## src/rtl/txn_frame_pkg.sv

```systemverilog
`timescale 1ns/1ps
package txn_frame_pkg;
  localparam int SIZE_W  = 16;
  localparam int ADDR_W  = 32;
  localparam int CNT_W   = SIZE_W + 1;
  localparam int HDR_LEN = 8;

  localparam logic [7:0] CODE_SOP  = 8'h7A;
  localparam logic [7:0] CODE_EOP  = 8'h7B;
  localparam logic [7:0] CODE_CHN  = 8'h7C;
  localparam logic [7:0] CODE_ESC  = 8'h7D;
  localparam logic [7:0] ESC_FLIP  = 8'h20;

  localparam logic [7:0] OP_RD_BIT  = 8'h10;
  localparam logic [7:0] OP_SEQ_BIT = 8'h04;

  // any of the four framing codes
  function automatic logic is_reserved(input logic [7:0] b);
    return (b == CODE_SOP) || (b == CODE_EOP) || (b == CODE_CHN) || (b == CODE_ESC);
  endfunction

  // codes that make the receiver unescape the following byte
  function automatic logic is_prefix(input logic [7:0] b);
    return (b == CODE_SOP) || (b == CODE_CHN) || (b == CODE_ESC);
  endfunction

  function automatic logic [7:0] opcode(input logic wr, input logic [SIZE_W-1:0] sz,
                                        input int unsigned seq_limit);
    logic [7:0] op;
    op = wr ? 8'h00 : OP_RD_BIT;
    if (32'(sz) > seq_limit) op = op | OP_SEQ_BIT;
    return op;
  endfunction

  function automatic logic [7:0] hdr_byte(input logic [7:0] op, input logic [SIZE_W-1:0] sz,
                                          input logic [ADDR_W-1:0] addr, input logic [2:0] idx);
    logic [7:0] b;
    case (idx)
      3'd0: b = op;
      3'd1: b = 8'h00;
      3'd2: b = sz[15:8];
      3'd3: b = sz[7:0];
      3'd4: b = addr[31:24];
      3'd5: b = addr[23:16];
      3'd6: b = addr[15:8];
      default: b = addr[7:0];
    endcase
    return b;
  endfunction

  // response verdict: 1 means the response is wrong
  function automatic logic resp_bad(input logic wr, input logic [SIZE_W-1:0] sz,
                                    input logic [CNT_W-1:0] total, input logic [7:0] hi,
                                    input logic [7:0] lo, input int unsigned wr_len);
    if (wr) return (32'(total) != wr_len) || ({hi, lo} != sz);
    return total != {1'b0, sz};
  endfunction
endpackage

```

## src/rtl/txn_tx_packer.sv

```systemverilog
`timescale 1ns/1ps
module txn_tx_packer
  import txn_frame_pkg::*;
#(
  parameter int unsigned SEQ_LIMIT = 4,
  parameter logic [7:0]  CHAN_ID   = 8'h00
) (
  input  logic              clk,
  input  logic              rst_n,
  input  logic              start,
  input  logic              start_write,
  input  logic [SIZE_W-1:0] start_size,
  input  logic [ADDR_W-1:0] start_addr,
  input  logic              wr_valid,
  output logic              wr_ready,
  input  logic [7:0]        wr_data,
  output logic              tx_valid,
  input  logic              tx_ready,
  output logic [7:0]        tx_data,
  output logic              tx_busy
);
  typedef enum logic [2:0] {T_IDLE, T_SOP, T_CHN, T_NUM, T_BODY, T_ESC} tstate_t;

  tstate_t           state_q;
  logic [7:0]        op_q;
  logic [SIZE_W-1:0] size_q;
  logic [ADDR_W-1:0] addr_q;
  logic [CNT_W-1:0]  idx_q, last_q;
  logic              eop_sent_q, have_q;
  logic [7:0]        hold_q;

  logic       in_hdr, cur_ok, at_last, need_eop, fire, body_step, cur_rsv;
  logic [7:0] cur_byte;

  assign in_hdr   = idx_q < CNT_W'(HDR_LEN);
  assign cur_byte = in_hdr ? hdr_byte(op_q, size_q, addr_q, idx_q[2:0]) : hold_q;
  assign cur_rsv  = is_reserved(cur_byte);
  assign cur_ok   = in_hdr | have_q;
  assign at_last  = idx_q == last_q;
  assign need_eop = at_last & ~eop_sent_q;

  always_comb begin
    tx_valid = 1'b0;
    tx_data  = 8'h00;
    case (state_q)
      T_SOP: begin tx_valid = 1'b1; tx_data = CODE_SOP; end
      T_CHN: begin tx_valid = 1'b1; tx_data = CODE_CHN; end
      T_NUM: begin tx_valid = 1'b1; tx_data = CHAN_ID;  end
      T_BODY: begin
        if (need_eop) begin
          tx_valid = 1'b1;
          tx_data  = CODE_EOP;
        end else if (cur_ok) begin
          tx_valid = 1'b1;
          tx_data  = cur_rsv ? CODE_ESC : cur_byte;
        end
      end
      T_ESC: begin tx_valid = 1'b1; tx_data = cur_byte ^ ESC_FLIP; end
      default: ;
    endcase
  end

  assign wr_ready  = (state_q == T_BODY) & ~in_hdr & ~have_q;
  assign fire      = tx_valid & tx_ready;
  assign body_step = fire & (((state_q == T_BODY) & ~need_eop & ~cur_rsv) | (state_q == T_ESC));
  assign tx_busy   = state_q != T_IDLE;

  always_ff @(posedge clk) begin
    if (!rst_n) begin
      state_q    <= T_IDLE;
      op_q       <= 8'h00;
      size_q     <= '0;
      addr_q     <= '0;
      idx_q      <= '0;
      last_q     <= '0;
      eop_sent_q <= 1'b0;
      have_q     <= 1'b0;
      hold_q     <= 8'h00;
    end else begin
      if (wr_valid && wr_ready) begin
        have_q <= 1'b1;
        hold_q <= wr_data;
      end
      case (state_q)
        T_IDLE: if (start) begin
          op_q       <= opcode(start_write, start_size, SEQ_LIMIT);
          size_q     <= start_size;
          addr_q     <= start_addr;
          last_q     <= start_write ? CNT_W'(start_size) + CNT_W'(HDR_LEN - 1)
                                    : CNT_W'(HDR_LEN - 1);
          idx_q      <= '0;
          eop_sent_q <= 1'b0;
          have_q     <= 1'b0;
          state_q    <= T_SOP;
        end
        T_SOP: if (fire) state_q <= T_CHN;
        T_CHN: if (fire) state_q <= T_NUM;
        T_NUM: if (fire) state_q <= T_BODY;
        T_BODY: begin
          if (fire && need_eop) eop_sent_q <= 1'b1;
          else if (fire && cur_rsv) state_q <= T_ESC;
        end
        default: ;
      endcase
      if (body_step) begin
        have_q <= 1'b0;
        if (at_last) state_q <= T_IDLE;
        else begin
          idx_q   <= idx_q + 1'b1;
          state_q <= T_BODY;
        end
      end
    end
  end

  AST_SOP_FIRST: assert property (@(posedge clk) disable iff (!rst_n)
    start && !tx_busy |=> tx_valid && tx_data == CODE_SOP);
  AST_EOP_BEFORE_LAST: assert property (@(posedge clk) disable iff (!rst_n)
    fire && (state_q == T_BODY) && tx_data == CODE_EOP |=> at_last && (state_q == T_BODY));
  AST_ESC_PAIR: assert property (@(posedge clk) disable iff (!rst_n)
    fire && tx_data == CODE_ESC |=> tx_valid && !is_reserved(tx_data));
  AST_TX_HOLD: assert property (@(posedge clk) disable iff (!rst_n)
    tx_valid && !tx_ready |=> tx_valid && $stable(tx_data));
endmodule

```

## src/rtl/txn_rx_unpacker.sv

```systemverilog
`timescale 1ns/1ps
module txn_rx_unpacker
  import txn_frame_pkg::*;
(
  input  logic       clk,
  input  logic       rst_n,
  input  logic       rx_valid,
  output logic       rx_ready,
  input  logic [7:0] rx_data,
  output logic       rsp_valid,
  input  logic       rsp_ready,
  output logic [7:0] rsp_data,
  output logic       rsp_last
);
  typedef enum logic [2:0] {R_HUNT, R_BODY, R_ESC, R_TAIL, R_TESC} rstate_t;

  rstate_t state_q;
  logic    emit, take, hunting, pfx;

  assign pfx     = is_prefix(rx_data);
  assign hunting = state_q == R_HUNT;

  always_comb begin
    emit     = 1'b0;
    rsp_last = 1'b0;
    rsp_data = rx_data;
    case (state_q)
      R_BODY: emit = !pfx && rx_data != CODE_EOP;
      R_ESC:  begin emit = 1'b1; rsp_data = rx_data ^ ESC_FLIP; end
      R_TAIL: begin emit = !pfx; rsp_last = 1'b1; end
      R_TESC: begin emit = 1'b1; rsp_last = 1'b1; rsp_data = rx_data ^ ESC_FLIP; end
      default: ;
    endcase
  end

  assign rsp_valid = rx_valid & emit;
  assign rx_ready  = emit ? rsp_ready : 1'b1;
  assign take      = rx_valid & rx_ready;

  always_ff @(posedge clk) begin
    if (!rst_n) state_q <= R_HUNT;
    else if (take) begin
      case (state_q)
        R_HUNT: if (rx_data == CODE_SOP) state_q <= R_BODY;
        R_BODY: begin
          if (pfx) state_q <= R_ESC;
          else if (rx_data == CODE_EOP) state_q <= R_TAIL;
        end
        R_ESC:  state_q <= R_BODY;
        R_TAIL: state_q <= pfx ? R_TESC : R_HUNT;
        default: state_q <= R_HUNT;
      endcase
    end
  end

  AST_HUNT_SILENT: assert property (@(posedge clk) disable iff (!rst_n)
    hunting |-> !rsp_valid);
  AST_LAST_REHUNT: assert property (@(posedge clk) disable iff (!rst_n)
    rsp_valid && rsp_ready && rsp_last |=> hunting);
endmodule

```

## src/rtl/txn_resp_check.sv

```systemverilog
`timescale 1ns/1ps
module txn_resp_check
  import txn_frame_pkg::*;
#(
  parameter int unsigned WR_RSP_LEN = 4
) (
  input  logic              clk,
  input  logic              rst_n,
  input  logic              start,
  input  logic              start_write,
  input  logic [SIZE_W-1:0] start_size,
  input  logic              beat,
  input  logic [7:0]        beat_data,
  input  logic              beat_last,
  output logic              busy,
  output logic              done,
  output logic              err
);
  logic              write_q;
  logic [SIZE_W-1:0] size_q;
  logic [CNT_W-1:0]  cnt_q, total;
  logic [7:0]        hi_q, lo_q, hi_n, lo_n;
  logic              take;

  assign take  = busy & beat;
  assign total = cnt_q + 1'b1;
  assign hi_n  = (cnt_q == CNT_W'(2)) ? beat_data : hi_q;
  assign lo_n  = (cnt_q == CNT_W'(3)) ? beat_data : lo_q;

  always_ff @(posedge clk) begin
    if (!rst_n) begin
      busy    <= 1'b0;
      done    <= 1'b0;
      err     <= 1'b0;
      write_q <= 1'b0;
      size_q  <= '0;
      cnt_q   <= '0;
      hi_q    <= 8'h00;
      lo_q    <= 8'h00;
    end else begin
      done <= 1'b0;
      if (start && !busy) begin
        busy    <= 1'b1;
        err     <= 1'b0;
        write_q <= start_write;
        size_q  <= start_size;
        cnt_q   <= '0;
      end else if (take) begin
        hi_q <= hi_n;
        lo_q <= lo_n;
        if (beat_last) begin
          busy  <= 1'b0;
          done  <= 1'b1;
          err   <= resp_bad(write_q, size_q, total, hi_n, lo_n, WR_RSP_LEN);
          cnt_q <= '0;
        end else if (cnt_q != '1) begin
          cnt_q <= total;
        end
      end
    end
  end

  AST_DONE_PULSE: assert property (@(posedge clk) disable iff (!rst_n)
    done |=> !done);
  AST_DONE_AFTER_BUSY: assert property (@(posedge clk) disable iff (!rst_n)
    done |-> $past(busy) && !busy);
endmodule

```

## src/rtl/txn_framer.sv

```systemverilog
`timescale 1ns/1ps
module txn_framer
  import txn_frame_pkg::*;
#(
  parameter int unsigned SEQ_LIMIT  = 4,
  parameter int unsigned WR_RSP_LEN = 4,
  parameter logic [7:0]  CHAN_ID    = 8'h00
) (
  input  logic        clk,
  input  logic        rst_n,
  input  logic        req_valid,
  output logic        req_ready,
  input  logic        req_write,
  input  logic [15:0] req_size,
  input  logic [31:0] req_addr,
  input  logic        wr_valid,
  output logic        wr_ready,
  input  logic [7:0]  wr_data,
  output logic        tx_valid,
  input  logic        tx_ready,
  output logic [7:0]  tx_data,
  input  logic        rx_valid,
  output logic        rx_ready,
  input  logic [7:0]  rx_data,
  output logic        rsp_valid,
  input  logic        rsp_ready,
  output logic [7:0]  rsp_data,
  output logic        rsp_last,
  output logic        done,
  output logic        err
);
  logic start, tx_busy, chk_busy;

  assign req_ready = ~(tx_busy | chk_busy);
  assign start     = req_valid & req_ready;

  txn_tx_packer #(.SEQ_LIMIT(SEQ_LIMIT), .CHAN_ID(CHAN_ID)) i_tx (
    .clk(clk), .rst_n(rst_n), .start(start), .start_write(req_write),
    .start_size(req_size), .start_addr(req_addr),
    .wr_valid(wr_valid), .wr_ready(wr_ready), .wr_data(wr_data),
    .tx_valid(tx_valid), .tx_ready(tx_ready), .tx_data(tx_data), .tx_busy(tx_busy));

  txn_rx_unpacker i_rx (
    .clk(clk), .rst_n(rst_n), .rx_valid(rx_valid), .rx_ready(rx_ready), .rx_data(rx_data),
    .rsp_valid(rsp_valid), .rsp_ready(rsp_ready), .rsp_data(rsp_data), .rsp_last(rsp_last));

  txn_resp_check #(.WR_RSP_LEN(WR_RSP_LEN)) i_chk (
    .clk(clk), .rst_n(rst_n), .start(start), .start_write(req_write), .start_size(req_size),
    .beat(rsp_valid & rsp_ready), .beat_data(rsp_data), .beat_last(rsp_last),
    .busy(chk_busy), .done(done), .err(err));

  AST_REQ_BLOCKED: assert property (@(posedge clk) disable iff (!rst_n)
    start |=> !req_ready);
endmodule

```

## config.mk

```make
export PLATFORM = sky130hd
export DESIGN_NAME = txn_framer
export DESIGN_NICKNAME = d
export VERILOG_FILES = /design/src/rtl/txn_frame_pkg.sv /design/src/rtl/txn_tx_packer.sv /design/src/rtl/txn_rx_unpacker.sv /design/src/rtl/txn_resp_check.sv /design/src/rtl/txn_framer.sv
export SDC_FILE = /design/constraint.sdc
export NUM_CORES = 1
export LEC_CHECK = 0
export BUFFER_PORTS_ARGS = -buffer_cell sky130_fd_sc_hd__buf_4
export CORE_MARGIN = 8
export CORE_UTILIZATION = 54
export DETAILED_ROUTE_END_ITERATION = 10
export GPL_TIMING_DRIVEN = 0
export HOLD_SLACK_MARGIN = 0.15
export PLACE_DENSITY = 0.77
export SYNTH_ARGS = -nofsm -noshare
export SYNTH_HDL_FRONTEND = slang
export SYNTH_SLANG_ARGS = --single-unit
export TNS_END_PERCENT = 1
```

## constraint.sdc

```tcl
create_clock -name clk -period 3.2 [get_ports clk]
set_clock_uncertainty 0.2 [all_clocks]
set_input_delay 0.16 -clock clk [delete_from_list [all_inputs] [get_ports clk]]
set_output_delay 0.16 -clock clk [all_outputs]
set_load 0.02 [all_outputs]
```

-- Word-level counts from Yosys, hierarchy flattened
Index checks and enable logic that the tools add are counted.
- flip-flop bits (word level): 156
- input port bits: 72
- output and inout bits: 24
- word-level logic and storage cells: 181
- $add $sub $neg: 3
- $lt $le $gt $ge: 2
- equal/unequal tests: 41
- muxes and demuxes: 55
- bitwise logic cells: 26
- reduce and logical (&&, ||, !) cells: 36
- operators by type and width (operator ; count):
    $mux 17 ; 7
    $eq 8x7->1 const B ; 8
    $pmux 8 s7 ; 1
    $mux 8 ; 6
    $mux 3 ; 13
    $add 17x1->17 const B ; 2
    $eq 17x2->1 const B ; 2
    $pmux 8 s4 ; 1
    $mux 1 ; 20
    $eq 3x2->1 const B ; 6
    $eq 3x3->1 const B ; 6
    $add 16x3->17 const B ; 1
    $eq 17x17->1 ; 1
    $lt 17x4->1 const B ; 1
    $ne 17x16->1 ; 1
    $ne 17x17->1 const B ; 1
    $ne 17x3->1 const B ; 1
    $gt 16x3->1 const B ; 1
    $ne 16x16->1 ; 1
    $ne 3x1->1 const B ; 5
    $pmux 3 s5 ; 1
    $and 1x1->1 ; 12
    $pmux 3 s4 ; 1
    $not 1->1 ; 11
    23 further kinds ; 53

-- Depth between registers and ports, before layout
- depth in word-level cells: 13
- gate-level depth with buffers: 14
- gate-level depth less buffers: 10

-- Hierarchy
Synthesis repeated with hierarchy kept, for this count alone.
- cell total of the unflattened synthesis: 1175
- area total of the unflattened synthesis: 8934.8 µm²
- by module, submodules not included (module ; instances ; cells each ; area an instance (µm²) ; sequential area each (µm²)):
    txn_tx_packer ; 1 ; 668 ; 5122.4 ; 1941.9
    txn_resp_check ; 1 ; 455 ; 3392.0 ; 1061.0
    txn_rx_unpacker ; 1 ; 49 ; 397.9 ; 60.1
    txn_framer ; 1 ; 3 ; 22.5 ; 0.0

-- Least setup slack after synthesis
OpenSTA, ideal clock, no wires.
- kind: register -> output
- start: register i_tx.idx_q[2]
- end: output tx_data[0]
- arrival time: 3.226 ns
- data required time: 2.840 ns
- setup slack: -0.386 ns
- cell stages (with the launch flop): 14
- path buffers: 3
- cell sequence: dfxtp_1 clkbuf_1 inv_1 ha_1 buf_6 or4_4 buf_6 nor2_1 a211oi_1 a211o_1 a211oi_2 and2_1 o22ai_1 a21oi_1
- word-level cells in the longest chain between the ends: 11
- elaborated cells on any way between the ends: 24
- those cells by class: order compare (1); eq/ne (11); mux (6); bitwise (2); reduce/logical (4)
- RTL lines (element ; RTL line ; text):
    start: declaration ; txn_tx_packer.sv:28 ; logic [CNT_W-1:0] idx_q, last_q;
    start signal: assignment ; txn_tx_packer.sv:109 ; idx_q <= idx_q + 1'b1;
    branches (longest 10 deep; another with $lt 17x4->1) ; n/a ;
    $pmux 8 s4 (*) ; txn_tx_packer.sv:45 ; case (state_q)
    end: declaration ; txn_framer.sv:21 ; output logic [7:0] tx_data,
Mark *: on every way between the ends.

-- Final worst setup path
- start: register i_tx.idx_q[0]
- end: output tx_data[1]
Same word-level chain as after synthesis.

==> results.yml <==
run_status:
  status: "complete, but fails checks"
  violations: "setup timing"
setup_path:
  path_class: "register to output pin"
  startpoint_type: "register"
  setup.worst_path.end: "tx_data[1]"
  max_stage_delay_ps: 380
  critical_path_buf_inv_count: 3
  r2r-start: "i_tx.idx_q[0]"
  r2r_end: "i_tx.idx_q[1]"
  critPathLaunch: "i_tx.idx_q[0]"
  arrival_ps: 3360
  crit_path_end_kind: "output pin"
  path_cells: "inv_1 -> ha_1 -> buf_2 -> nor4_4 -> a221oi_1 -> a211oi_2 -> o211ai_1 -> a211oi_4 -> and2_4 -> nor3_2 -> o221a_2 -> buf_6"
  cp.required_ps: 2840
  path_delay_family: "compound AO/OA/AOI/OAI gates"
  cp_max_fo: 10
  reg2reg_depth: 12
  cp.depth: 12
  cp_slowest_cell: "dfxtp_4"
  r2r_slack_ps: -250
route:
  num_vias: 9093
  drt_iter0_drc: 1009
  dr.pass1.iters: 6
  vias_per_cell: 5.99
  drc: 0
  wl_per_cell_um: 18.7
  wl_um: 28400
  drtAntennaViolNets: 0
floorplanning:
  num_rows: 46
  start_util_pct: 54.8
  fp.dieH_um: 143
  ioPinCount: 96
  chipWidth_um: 143
  core_area_mm2: 0.0158
  die-area_mm2: 0.0203
global_routing:
  grt_pass1_wl_um: 44000
  grt_usage_pct: 27.1
  grt_max_degree: 17
  antenna_found_initial: 0
  grt-ovfl-total: 0
  grt_pass1_vias: 8505
yosys:
  async_flop_share_pct: 0
  synth_seq_area_share_pct: 35.4
  ys.flop_type: "dfxtp_1"
  synth.distinct_cells: 70
  synthCells: 1079
  avgSynthCellArea_um2: 8.01
  yosys_warnings: 0
  synthesis.nets: 1162
  syn_area_mm2: 0.00865
  ys_seq_elements: 153
  synth_enable_flop_cells: 0
final_layout:
  post_route_cells_drive_above_1_share_pct: 17.1
  syn_to_final_growth_pct: 32.9
  stdcell_area_mm2: 0.0115
  fin_nets: 1373
  stdcell_count: 1519
power:
  p_per_area_mw_per_mm2: 475
  ir_drop_mv: 0.412
  p_leak_nw: 4.35
clock_tree:
  cts_root_buf: "clkbuf_16"
  clkLatencyLatePin_ps: 430
  cts_tree: "done"
  cts_htree_levels: 4
  clkSinkCount: 153
  clock_path_buffers: 2
  clkTransAtPathRegs_ps: 60
  cts_buffers: 17
sta:
  setup_viol: 27
  timing_hold_violations_final: 0
  finalCritPeriodShare_pct: 116
  max_freq_ghz: 0.269
  worstMarginPinSlew_ps: 803
  rsz0062_at_grt: "true"
  timing.final.ws_setup_ps: -519
  holdWs_ps: 171
  maxSlewViolCount: 0
  min_period_ps: 3720
  relSlewSlack_pct: 46.0
place:
  io_buffer_count: 91
  gp_congestion: 0.907
  dp.cells: 1386
  postPlaceCellArea_mm2: 0.00963
  hpwl_um: 18700
hold_path:
  hp-start: "rsp_ready"
  hold_class: "input port to register"
flow_run:
  cap_viol_max_count: 0
worst reg2reg max path: stages, from the launching register on:
cell and delay [ps]:
dfxtp_4 380, inv_1 80, ha_1 220, buf_2 200, nor4_4 330, a221oi_1 110
a211oi_2 370, o211ai_1 250, a211oi_4 320, buf_4 190, a31oi_4 170, or3_1 390
a21boi_1 160
sequential cells by signal, indices dropped and copies added, names as in the netlist:
| name | flops |
|---|---|
| i_chk.hi_q | 8 |
| i_chk.busy | 1 |
| i_tx.hold_q | 8 |
| i_rx.state_q | 3 |
| i_chk.cnt_q | 17 |
| i_chk.lo_q | 8 |
| i_tx.op_q | 2 |
| i_chk.size_q | 16 |
| i_chk.err | 1 |
| i_tx.state_q | 3 |
| i_tx.last_q | 17 |
| i_tx.size_q | 16 |
| i_tx.eop_sent_q | 1 |
| i_tx.have_q | 1 |
| i_tx.idx_q | 17 |
| i_chk.write_q | 1 |
| i_chk.done | 1 |
| i_tx.addr_q | 32 |
power breakdown:
part / switching, mW / internal, mW / total, mW
Sequential: 0.122 / 2.04 / 2.16
Combinational: 0.724 / 0.511 / 1.23
Clock: 0.854 / 1.20 / 2.06
Total: 1.70 / 3.75 / 5.45
worst min-delay path by stage:
stage	endpoint	slack [ps]	depth (start not counted)
after floorplan	i_tx.addr_q[30]	100	2
after global placement	i_tx.addr_q[24]	220	3
after detailed placement	i_tx.addr_q[27]	230	3
after CTS	i_chk.cnt_q[2]	150	4
after global routing	i_tx.idx_q[3]	200	5
final	i_chk.cnt_q[2]	170	4
per-stage QoR:
| step | setup slack [ps] | util [%] | TNS, ps | power (mW) |
|---|---|---|---|---|
| floorplan | 15.1 | - | 0 | 2.83 |
| global placement | -659 | 61.1 | -20380 | 3.22 |
| global route | -525 | 72.8 | -7640 | 5.67 |
| CTS | -444 | 71.9 | -3910 | 5.38 |
| detailed placement | -685 | 61.1 | -20910 | 3.23 |
| finish | -519 | 72.8 | -5600 | 5.45 |
cell usage after synthesis (all sizes together) (5+ instances only):
master	n	area [µm²]
nand2	192	721
dfxtp	153	3060
a21boi	73	548
clkbuf	59	221
nor2	53	206
xnor2	46	403
o21ai	43	215
a21oi	36	180
inv	30	113
nand3	30	155
mux2i	29	290
nor2b	29	181
xor2	28	245
nand4	22	144
o22ai	20	125
buf	19	130
nor3	17	85.1
nor4	16	115
and3	14	87.6
nand2b	14	87.6
and2	13	81.3
or3	13	81.3
ha	11	138
a31oi	10	68.8
a22oi	9	67.6
a211oi	8	65.1
a211o	7	61.3
a222oi	7	70.1
a21o	6	45.0
a221oi	6	52.6
o211a	6	60.1
a2bb2oi	5	43.8
cell type report:
type,instances,area (µm²)
tap,216,270
multi-input combinational,817,5360
sequential,153,3080
timing repair buffer,194,1680
clock inverter,11,138
antenna,1,2.50
buffer,76,384
clock buffer,20,457
inverter,31,119
fill,1165,4280
routing by layer:
metal | part of all wire, % | up-vias | wire length, µm | global-route usage (%)
li1 | - | 4236 | - | -
met3 | 7.6 | 109 | 2160 | 5.94
met1 | 40 | 4276 | 11400 | 33.2
met5 | 0 | - | 0 | 0
met2 | 48 | 472 | 13800 | 45.1
met4 | 3.9 | 0 | 1100 | 11.5
logic make-up after synthesis:
family	Yosys count	share of synthesized area (%)
simple gates	428	24.0
fa+ha+maj	11	1.59
compound gates	271	22.2
xor+xnor	74	7.50
flops	153	35.4
buf+inv	109	5.41
mux	33	3.88
layout by cell type, fill, tap and decap left out, types with 12 or more instances in the layout:
cell           instances
a21boi_0              72
a21oi_1               34
and3_1                14
buf_4                117
clkbuf_1              52
clkbuf_16             18
dfxtp_1              148
dlygate4sd3_1         81
inv_1                 28
mux2i_1               28
nand2_1              191
nand2b_1              14
nand3_1               29
nand4_1               21
nor2_1                50
nor2b_1               28
nor3_1                16
o21ai_0               42
o22ai_1               19
or3_1                 12
xnor2_1               46
xor2_1                26
timing repair:
item | 4_1_cts | 5_1_grt
endpoints found under the hold margin | 115 | 0
setup endpoints to repair | 48 | 50
hold buffers | 81 | 0
setup buffers | 16 | 6
pin swaps | 16 | 16
gates resized for setup | 43 | 32
gates cloned | 0 | 0
Note: power is estimated with default switching activity, not from simulation.
